File: src/rtl/dfilt_pkg.sv
package dfilt_pkg;
  typedef enum logic [1:0] {
    MD_RUN  = 2'd0,
    MD_HOLD = 2'd1,
    MD_OFF  = 2'd2
  } mode_e;

  typedef enum logic [1:0] {
    ST_IDLE  = 2'd0,
    ST_RUN   = 2'd1,
    ST_DRAIN = 2'd2,
    ST_FIN   = 2'd3
  } step_e;
endpackage

File: src/rtl/dfilt_mode.sv
module dfilt_mode
  import dfilt_pkg::*;
(
  input  logic  mdis,
  input  logic  fren,
  input  logic  frz,
  output mode_e mode
);
  // off wins, hold needs both enable and request
  always_comb begin
    if (mdis)              mode = MD_OFF;
    else if (fren && frz)  mode = MD_HOLD;
    else                   mode = MD_RUN;
  end
endmodule

File: src/rtl/dfilt_coef_ram.sv
module dfilt_coef_ram #(
  parameter int CW    = 24,
  parameter int DEPTH = 9,
  parameter int AW    = 4
) (
  input  logic          clk,
  input  logic          wr_en,
  input  logic [AW-1:0] wr_addr,
  input  logic [CW-1:0] wr_data,
  input  logic          rd_en,
  input  logic [AW-1:0] rd_addr,
  output logic [CW-1:0] rd_data
);
  logic [CW-1:0] mem [DEPTH];

  // single write port, registered read: fits an inferred RAM
  always_ff @(posedge clk) begin
    if (wr_en && (int'(wr_addr) < DEPTH))
      mem[wr_addr] <= wr_data;
    if (rd_en)
      rd_data <= mem[rd_addr];
  end
endmodule

File: src/rtl/dfilt_taps.sv
module dfilt_taps #(
  parameter int DW   = 16,
  parameter int FBW  = 24,
  parameter int TW   = 24,
  parameter int NFF  = 9,
  parameter int NIFF = 5,
  parameter int NIFB = 4,
  parameter int SW   = 4
) (
  input  logic                  clk,
  input  logic                  rst,
  input  logic                  hold,
  input  logic                  clr,
  input  logic                  ff_push,
  input  logic signed [DW-1:0]  ff_in,
  input  logic                  fb_push,
  input  logic signed [FBW-1:0] fb_in,
  input  logic                  iir,
  input  logic [SW-1:0]         sel,
  output logic signed [TW-1:0]  tap_o,
  output logic                  tap_fb
);
  logic signed [DW-1:0]  ff_q [NFF];
  logic signed [FBW-1:0] fb_q [NIFB];

  always_ff @(posedge clk) begin
    if (rst || clr) begin
      for (int i = 0; i < NFF; i++)  ff_q[i] <= '0;
      for (int j = 0; j < NIFB; j++) fb_q[j] <= '0;
    end else if (!hold) begin
      if (ff_push) begin
        ff_q[0] <= ff_in;
        for (int i = 1; i < NFF; i++) ff_q[i] <= ff_q[i-1];
      end
      if (fb_push) begin
        fb_q[0] <= fb_in;
        for (int j = 1; j < NIFB; j++) fb_q[j] <= fb_q[j-1];
      end
    end
  end

  // operand select: forward taps first, feedback taps after them in recursive mode
  always_comb begin
    tap_o  = '0;
    tap_fb = iir && (int'(sel) >= NIFF);
    for (int i = 0; i < NFF; i++)
      if ((int'(sel) == i) && !(iir && i >= NIFF))
        tap_o = {{(TW-DW){ff_q[i][DW-1]}}, ff_q[i]};
    for (int j = 0; j < NIFB; j++)
      if (iir && (int'(sel) == NIFF + j))
        tap_o = {{(TW-FBW){fb_q[j][FBW-1]}}, fb_q[j]};
  end

  // a flush leaves both histories empty
  a_r10_flush_clears: assert property (@(posedge clk) disable iff (rst)
    clr |=> (ff_q[0] == '0) && (fb_q[0] == '0));
endmodule

File: src/rtl/dfilt_reduce.sv
module dfilt_reduce #(
  parameter int IW = 51,
  parameter int SH = 23,
  parameter int OW = 16
) (
  input  logic signed [IW-1:0] acc,
  input  logic                 sat,
  output logic signed [OW-1:0] res
);
  localparam int QW = IW - SH + 1;
  localparam logic [SH-1:0] HALF = SH'(1) << (SH - 1);
  localparam logic signed [OW-1:0] OMAX = {1'b0, {(OW-1){1'b1}}};
  localparam logic signed [OW-1:0] OMIN = {1'b1, {(OW-1){1'b0}}};

  logic [QW-1:0] q, qr;
  logic [SH-1:0] rem;
  logic          up, fits;

  always_comb begin
    q    = {acc[IW-1], acc[IW-1:SH]};
    rem  = acc[SH-1:0];
    // half goes to the even neighbour
    up   = (rem > HALF) || ((rem == HALF) && acc[SH]);
    qr   = q + {{(QW-1){1'b0}}, up};
    fits = (&qr[QW-1:OW-1]) || !(|qr[QW-1:OW-1]);
    if (fits || !sat) res = qr[OW-1:0];
    else if (qr[QW-1]) res = OMIN;
    else               res = OMAX;
  end
endmodule

File: src/rtl/dfilt_top.sv
module dfilt_top
  import dfilt_pkg::*;
#(
  parameter int DW      = 16,
  parameter int CW      = 24,
  parameter int FBW     = 24,
  parameter int AW      = 51,
  parameter int FRAC    = 23,
  parameter int NFF     = 9,
  parameter int NIFF    = 5,
  parameter int NIFB    = 4,
  parameter int DECW    = 4,
  parameter int MAX_LAT = 58
) (
  input  logic                 clk,
  input  logic                 rst,
  input  logic                 mdis,
  input  logic                 fren,
  input  logic                 frz,
  input  logic                 cfg_iir,
  input  logic                 cfg_sat,
  input  logic [DECW-1:0]      cfg_dec,
  input  logic                 prefill,
  input  logic                 flush,
  input  logic                 coef_we,
  input  logic [3:0]           coef_addr,
  input  logic [CW-1:0]        coef_wdata,
  input  logic                 in_valid,
  input  logic signed [DW-1:0] in_data,
  output logic                 in_ready,
  output logic                 out_valid,
  output logic signed [DW-1:0] out_data
);
  localparam int NIT   = NIFF + NIFB;
  localparam int CDEP  = (NFF > NIT) ? NFF : NIT;
  localparam int CAW   = $clog2(CDEP);
  localparam int TW    = (CW > FBW) ? CW : FBW;
  localparam int PW    = CW + TW;
  localparam int FBGAP = FBW - DW;
  localparam int FB_SH = FRAC - FBGAP;
  localparam int LATW  = $clog2(MAX_LAT + 1);

  mode_e mode;
  step_e st;
  logic  frozen, off, accept, calc, fin_go;

  logic [CAW-1:0]         idx, last_idx;
  logic [CW-1:0]          coef_raw;
  logic signed [TW-1:0]   tap_sel, tap_q;
  logic                   sel_fb, fb_q;
  logic                   pv;
  logic signed [PW-1:0]   prod, prod_adj;
  logic signed [AW-1:0]   acc;
  logic signed [DW-1:0]   y_val;
  logic signed [FBW-1:0]  w_val;
  logic [DECW-1:0]        dcnt;
  logic [LATW-1:0]        lat;

  dfilt_mode u_mode (.mdis(mdis), .fren(fren), .frz(frz), .mode(mode));

  assign frozen   = (mode == MD_HOLD);
  assign off      = (mode == MD_OFF);
  assign in_ready = (st == ST_IDLE) && (mode == MD_RUN) && !flush;
  assign accept   = in_valid && in_ready;
  assign calc     = accept && !prefill;
  assign last_idx = cfg_iir ? CAW'(NIT - 1) : CAW'(NFF - 1);
  assign fin_go   = (st == ST_FIN) && !frozen && !off && !flush;

  dfilt_coef_ram #(.CW(CW), .DEPTH(CDEP), .AW(CAW)) u_coef (
    .clk     (clk),
    .wr_en   (coef_we && !frozen),
    .wr_addr (coef_addr[CAW-1:0]),
    .wr_data (coef_wdata),
    .rd_en   (!frozen),
    .rd_addr (idx),
    .rd_data (coef_raw)
  );

  dfilt_taps #(.DW(DW), .FBW(FBW), .TW(TW), .NFF(NFF), .NIFF(NIFF),
               .NIFB(NIFB), .SW(CAW)) u_taps (
    .clk     (clk),
    .rst     (rst),
    .hold    (frozen),
    .clr     (flush && !frozen),
    .ff_push (accept),
    .ff_in   (in_data),
    .fb_push (fin_go && cfg_iir),
    .fb_in   (w_val),
    .iir     (cfg_iir),
    .sel     (idx),
    .tap_o   (tap_sel),
    .tap_fb  (sel_fb)
  );

  // feedback operands carry FBGAP more fraction bits than forward ones
  always_comb begin
    prod     = $signed(coef_raw) * tap_q;
    prod_adj = fb_q ? (prod >>> FBGAP) : prod;
  end

  dfilt_reduce #(.IW(AW), .SH(FRAC), .OW(DW)) u_red_out (
    .acc(acc), .sat(cfg_sat), .res(y_val));

  dfilt_reduce #(.IW(AW), .SH(FB_SH), .OW(FBW)) u_red_fb (
    .acc(acc), .sat(cfg_sat), .res(w_val));

  always_ff @(posedge clk) begin
    if (rst) begin
      st        <= ST_IDLE;
      idx       <= '0;
      pv        <= 1'b0;
      tap_q     <= '0;
      fb_q      <= 1'b0;
      acc       <= '0;
      dcnt      <= '0;
      out_valid <= 1'b0;
      out_data  <= '0;
    end else begin
      out_valid <= 1'b0;
      if (frozen) begin
        // hold: nothing moves
      end else if (flush || off) begin
        st <= ST_IDLE;
        pv <= 1'b0;
        if (flush) dcnt <= '0;
      end else begin
        if (pv)
          acc <= acc + {{(AW-PW){prod_adj[PW-1]}}, prod_adj};
        unique case (st)
          ST_IDLE: begin
            if (calc) begin
              idx <= '0;
              acc <= '0;
              st  <= ST_RUN;
            end
          end
          ST_RUN: begin
            tap_q <= tap_sel;
            fb_q  <= sel_fb;
            pv    <= 1'b1;
            if (idx == last_idx) st <= ST_DRAIN;
            else                 idx <= idx + 1'b1;
          end
          ST_DRAIN: begin
            pv <= 1'b0;
            st <= ST_FIN;
          end
          ST_FIN: begin
            st <= ST_IDLE;
            if (dcnt >= cfg_dec) begin
              dcnt      <= '0;
              out_valid <= 1'b1;
              out_data  <= y_val;
            end else begin
              dcnt <= dcnt + 1'b1;
            end
          end
          default: st <= ST_IDLE;
        endcase
      end
    end
  end

  // busy-cycle counter used only to check the latency bound
  always_ff @(posedge clk) begin
    if (rst || st == ST_IDLE) lat <= '0;
    else if (!frozen && lat != LATW'(MAX_LAT)) lat <= lat + 1'b1;
  end

  // a computation never runs longer than the bound
  a_r6_latency: assert property (@(posedge clk) disable iff (rst)
    (st != ST_IDLE) |-> (lat < LATW'(MAX_LAT)));

  // hold freezes the sequencer and the accumulator
  a_r8_hold_still: assert property (@(posedge clk) disable iff (rst)
    frozen |=> $stable(st) && $stable(idx) && $stable(acc) && $stable(dcnt));

  // off mode emits nothing
  a_r9_off_quiet: assert property (@(posedge clk) disable iff (rst)
    off |=> !out_valid);

  // a prefill sample starts no computation
  a_r11_prefill_silent: assert property (@(posedge clk) disable iff (rst)
    (accept && prefill) |=> (st == ST_IDLE) && !out_valid);
endmodule

File: config.mk
export PLATFORM = sky130hd
export DESIGN_NAME = dfilt_top
export DESIGN_NICKNAME = d
export VERILOG_FILES = /design/src/rtl/dfilt_pkg.sv /design/src/rtl/dfilt_mode.sv /design/src/rtl/dfilt_coef_ram.sv /design/src/rtl/dfilt_taps.sv /design/src/rtl/dfilt_reduce.sv /design/src/rtl/dfilt_top.sv
export SDC_FILE = /design/constraint.sdc
export NUM_CORES = 2
export LEC_CHECK = 0
export ABC_AREA = 1
export BUFFER_PORTS_ARGS = -buffer_cell sky130_fd_sc_hd__buf_4
export CORE_AREA = 8 8 319 321
export DETAILED_ROUTE_END_ITERATION = 10
export DIE_AREA = 0 0 327 329
export PLACE_DENSITY = 0.68
export SYNTH_ARGS = -nofsm -noshare
export SYNTH_HDL_FRONTEND = slang
export SYNTH_SLANG_ARGS = --single-unit
export TNS_END_PERCENT = 100
File: constraint.sdc
create_clock -name clk -period 10.7 [get_ports clk]
set_clock_uncertainty 0.15 [all_clocks]
set_input_delay 1.07 -clock clk [delete_from_list [all_inputs] [get_ports clk]]
set_output_delay 1.07 -clock clk [all_outputs]
set_load 0.01 [all_outputs]
==> impl_metrics.py <==
metrics = {
    "grt": {
        "grt_pass1_wl_um": 234000,
        "grt_overflow": 0,
        "grt_pass1_vias": 41600,
        "track_usage_pct": 27.7,
        "grt_start_max_net_pins": 101,
        "antenna_found_initial": 3,
    },
    "setup_path": {
        "cpPeakStageDelay_ns": 0.85,
        "crit_type": "register to register",
        "r2r_start": "tap_q[7]$_SDFFE_PP0P_",
        "required_ns": 11.04,
        "critPathSlowestCell": "dfxtp_1",
        "critPathMaxFanout": 14,
        "crit_path_start_kind": "register",
        "cp-startpoint": "tap_q[7]$_SDFFE_PP0P_",
        "arrival_ns": 10.70,
        "end_kind": "register",
    },
    "synthesis": {
        "ys_types": 54,
        "syn-num-nets": 7285,
        "synth_area_leaders": "edfxtp_1, fa_1, nand2_1",
        "yosys.area_share.adder_pct": 28.0,
        "synth-compound-area-share_pct": 7.89,
        "synth_top_family_by_area": "adder cells",
        "ys.flop_type": "edfxtp_1",
        "synthArstFlopShare_pct": 0,
        "yosys.cell_count.top_type": "nand2_1",
        "synthCells": 6412,
        "synthTopCellsByCount": "nand2_1, inv_1, nor2_1",
        "yosysSeqAreaShare_pct": 31.3,
        "synth_edf_count": 480,
        "muxShareOfSynthArea_pct": 0,
        "yosys.area_share.simple_pct": 18.8,
        "yosys.area.top_type": "edfxtp_1",
        "syn_area_um2": 52700,
        "yosys.area.top_type_share_pct": 27.4,
        "avgSynthCellArea_um2": 8.21,
        "ys_warn_count": 0,
        "synth-xor-area-share_pct": 1.80,
        "ys_ff_latch": 584,
    },
    "die": {
        "die_w_um": 327,
        "fp.dieH_um": 329,
        "die_area_um2": 108000,
        "boundaryPins": 77,
        "core-area_um2": 97100,
        "initial_core_util_pct": 54.2,
        "num_rows": 115,
    },
    "sta": {
        "setup-tns-final_ns": 0,
        "fin_crit_sh_pct": 96.9,
        "min_period_ns": 10.36,
        "rsz0062_at_grt": "no",
        "fmax_ghz": 0.0965,
        "drv_slew": 0,
        "hold_viol": 0,
        "hold_ws_ns": 0.327,
        "maxSlewHeadroom_pct": 21.7,
        "setup_viol": 0,
        "tightest_slew_ns": 1.17,
    },
    "cells_and_area": {
        "num-fill-cells": 8813,
        "drive_above_1_share_pct": 5.48,
        "final_nets": 7251,
        "multi_input_area_um2": 29800,
        "final_cell_count_no_fill": 7717,
        "postLayoutCellArea_um2": 56700,
        "seq_area_um2": 16500,
        "area_growth_pct": 7.67,
    },
    "clock_tree": {
        "clock-root-buffer": "clkbuf_16",
        "cts_tree": "yes",
        "cts_made_buffers": 67,
        "cts_sinks": 584,
        "htreeDepth": 3,
        "clock_path_buffers": 3,
        "clk_latency_ns": 0.66,
        "cts_hold_buffers": 0,
        "path_clk_slew_ns": 0.06,
    },
    "placed_design": {
        "io_buffer_count": 76,
        "gp_congestion": 0.984,
        "placed_cell_area_um2": 54600,
        "hpwlAfterDp_um": 115000,
        "place_inst": 7596,
    },
    "detailed_routing": {
        "wl_per_cell_um": 19.2,
        "drtPass1Iterations": 5,
        "drc": 0,
        "ant_nets": 0,
        "vias": 41600,
        "wl_um": 149000,
        "first_iter_violations": 3741,
        "vias_per_cell": 5.40,
    },
    "worst_hold_path": {
        "hp-start": "out_data[15]$_SDFFE_PP0P_",
        "hold_path.class": "register to register",
    },
    "power_and_ir_drop": {
        "p_total_mw": 5.70,
        "power-per-cell-area_nw_per_um2": 101,
        "leakage_nw": 27.5,
        "ir_drop_uv": 151,
    },
    "flow_run": {
        "maxCapViolations": 0,
    },
    "outcome": {
        "outcome": "completed",
    },
}
-- state kept, by name (all words and copies together) (netlist names) --
| register | flops |
|---|---|
| u_coef.mem | 216 |
| u_taps.ff_q | 144 |
| u_taps.fb_q | 96 |
| acc | 51 |
| tap_q | 24 |
| u_coef.rd_data | 24 |
| out_data | 16 |
| dcnt | 4 |
| idx | 4 |
| st | 2 |
| fb_q | 1 |
| out_valid | 1 |
| pv | 1 |
-- per-layer routing --
layer	vias up	routed length, um	GRT usage [%]	part of all wire (%)
met5	-	13	0	0.0088
met4	2	5510	9.63	3.7
met3	242	11500	4.64	7.8
met2	1565	66000	43.4	44
met1	20300	65500	39.1	44
li1	19500	-	-	-
-- final cells by class --
type / instances / area share [%]
multi-input cells: 4136 / 52.6
diodes: 1 / 0.00441
clock inverters: 34 / 0.574
well taps: 1287 / 2.84
repair buffers: 172 / 2.28
clock buffers: 86 / 3.17
flip-flops and latches: 584 / 29.1
inverters: 1417 / 9.38
-- power by group --
group	internal (mW)	switching (mW)
Sequential	2.54	0.0989
Clock	1.24	1.00
Combinational	0.265	0.556
-- final timing paths --
kind / cells past startpoint / endpoint / slack [ns]
max reg2reg: 37 / acc[41]$_SDFFE_PP0P_ / 0.34
min reg2reg: 2 / out_data[15]$_SDFFE_PP0P_ / 0.33
min: 2 / out_data[15]$_SDFFE_PP0P_ / 0.33
max: 37 / acc[41]$_SDFFE_PP0P_ / 0.34
-- stage by stage --
step	utilization [%]	worst slack, ns
3_5_place_dp	56.2	0.651
4_1_cts	58.4	0.602
2_1_floorplan	-	2.20
6_report	58.4	0.337
3_3_place_gp	56.2	0.604
5_1_grt	58.4	0.00751
-- worst max-delay path: cells and delay by family, from the launching register on --
kind	cells	cell delay (ns)
xor+xnor	1	0.17
compound gates	8	1.81
flops	1	0.85
buf+inv	6	0.64
simple gates	13	2.35
fa+ha+maj	9	4.18
-- cell families after synthesis --
logic type / count (synthesis)
simple gates: 2451
buf+inv: 1692
fa+ha+maj: 814
compound gates: 763
flops: 584
xor+xnor: 108
-- layout by cell type (no fill, tap or decap), types with 172 or more instances in the layout --
cell type,n
a21oi_1,334
buf_4,172
edfxtp_1,480
fa_1,608
ha_1,206
inv_1,1405
nand2_1,1476
nand3_1,191
nor2_1,614
o21ai_0,269
-- repair_timing --
item | in CTS | in global routing
buffers inserted | 0 | 0
gates resized for setup | 0 | 1
setup endpoints to repair | 0 | 4
No activity file was read; power rests on OpenSTA's default activity.
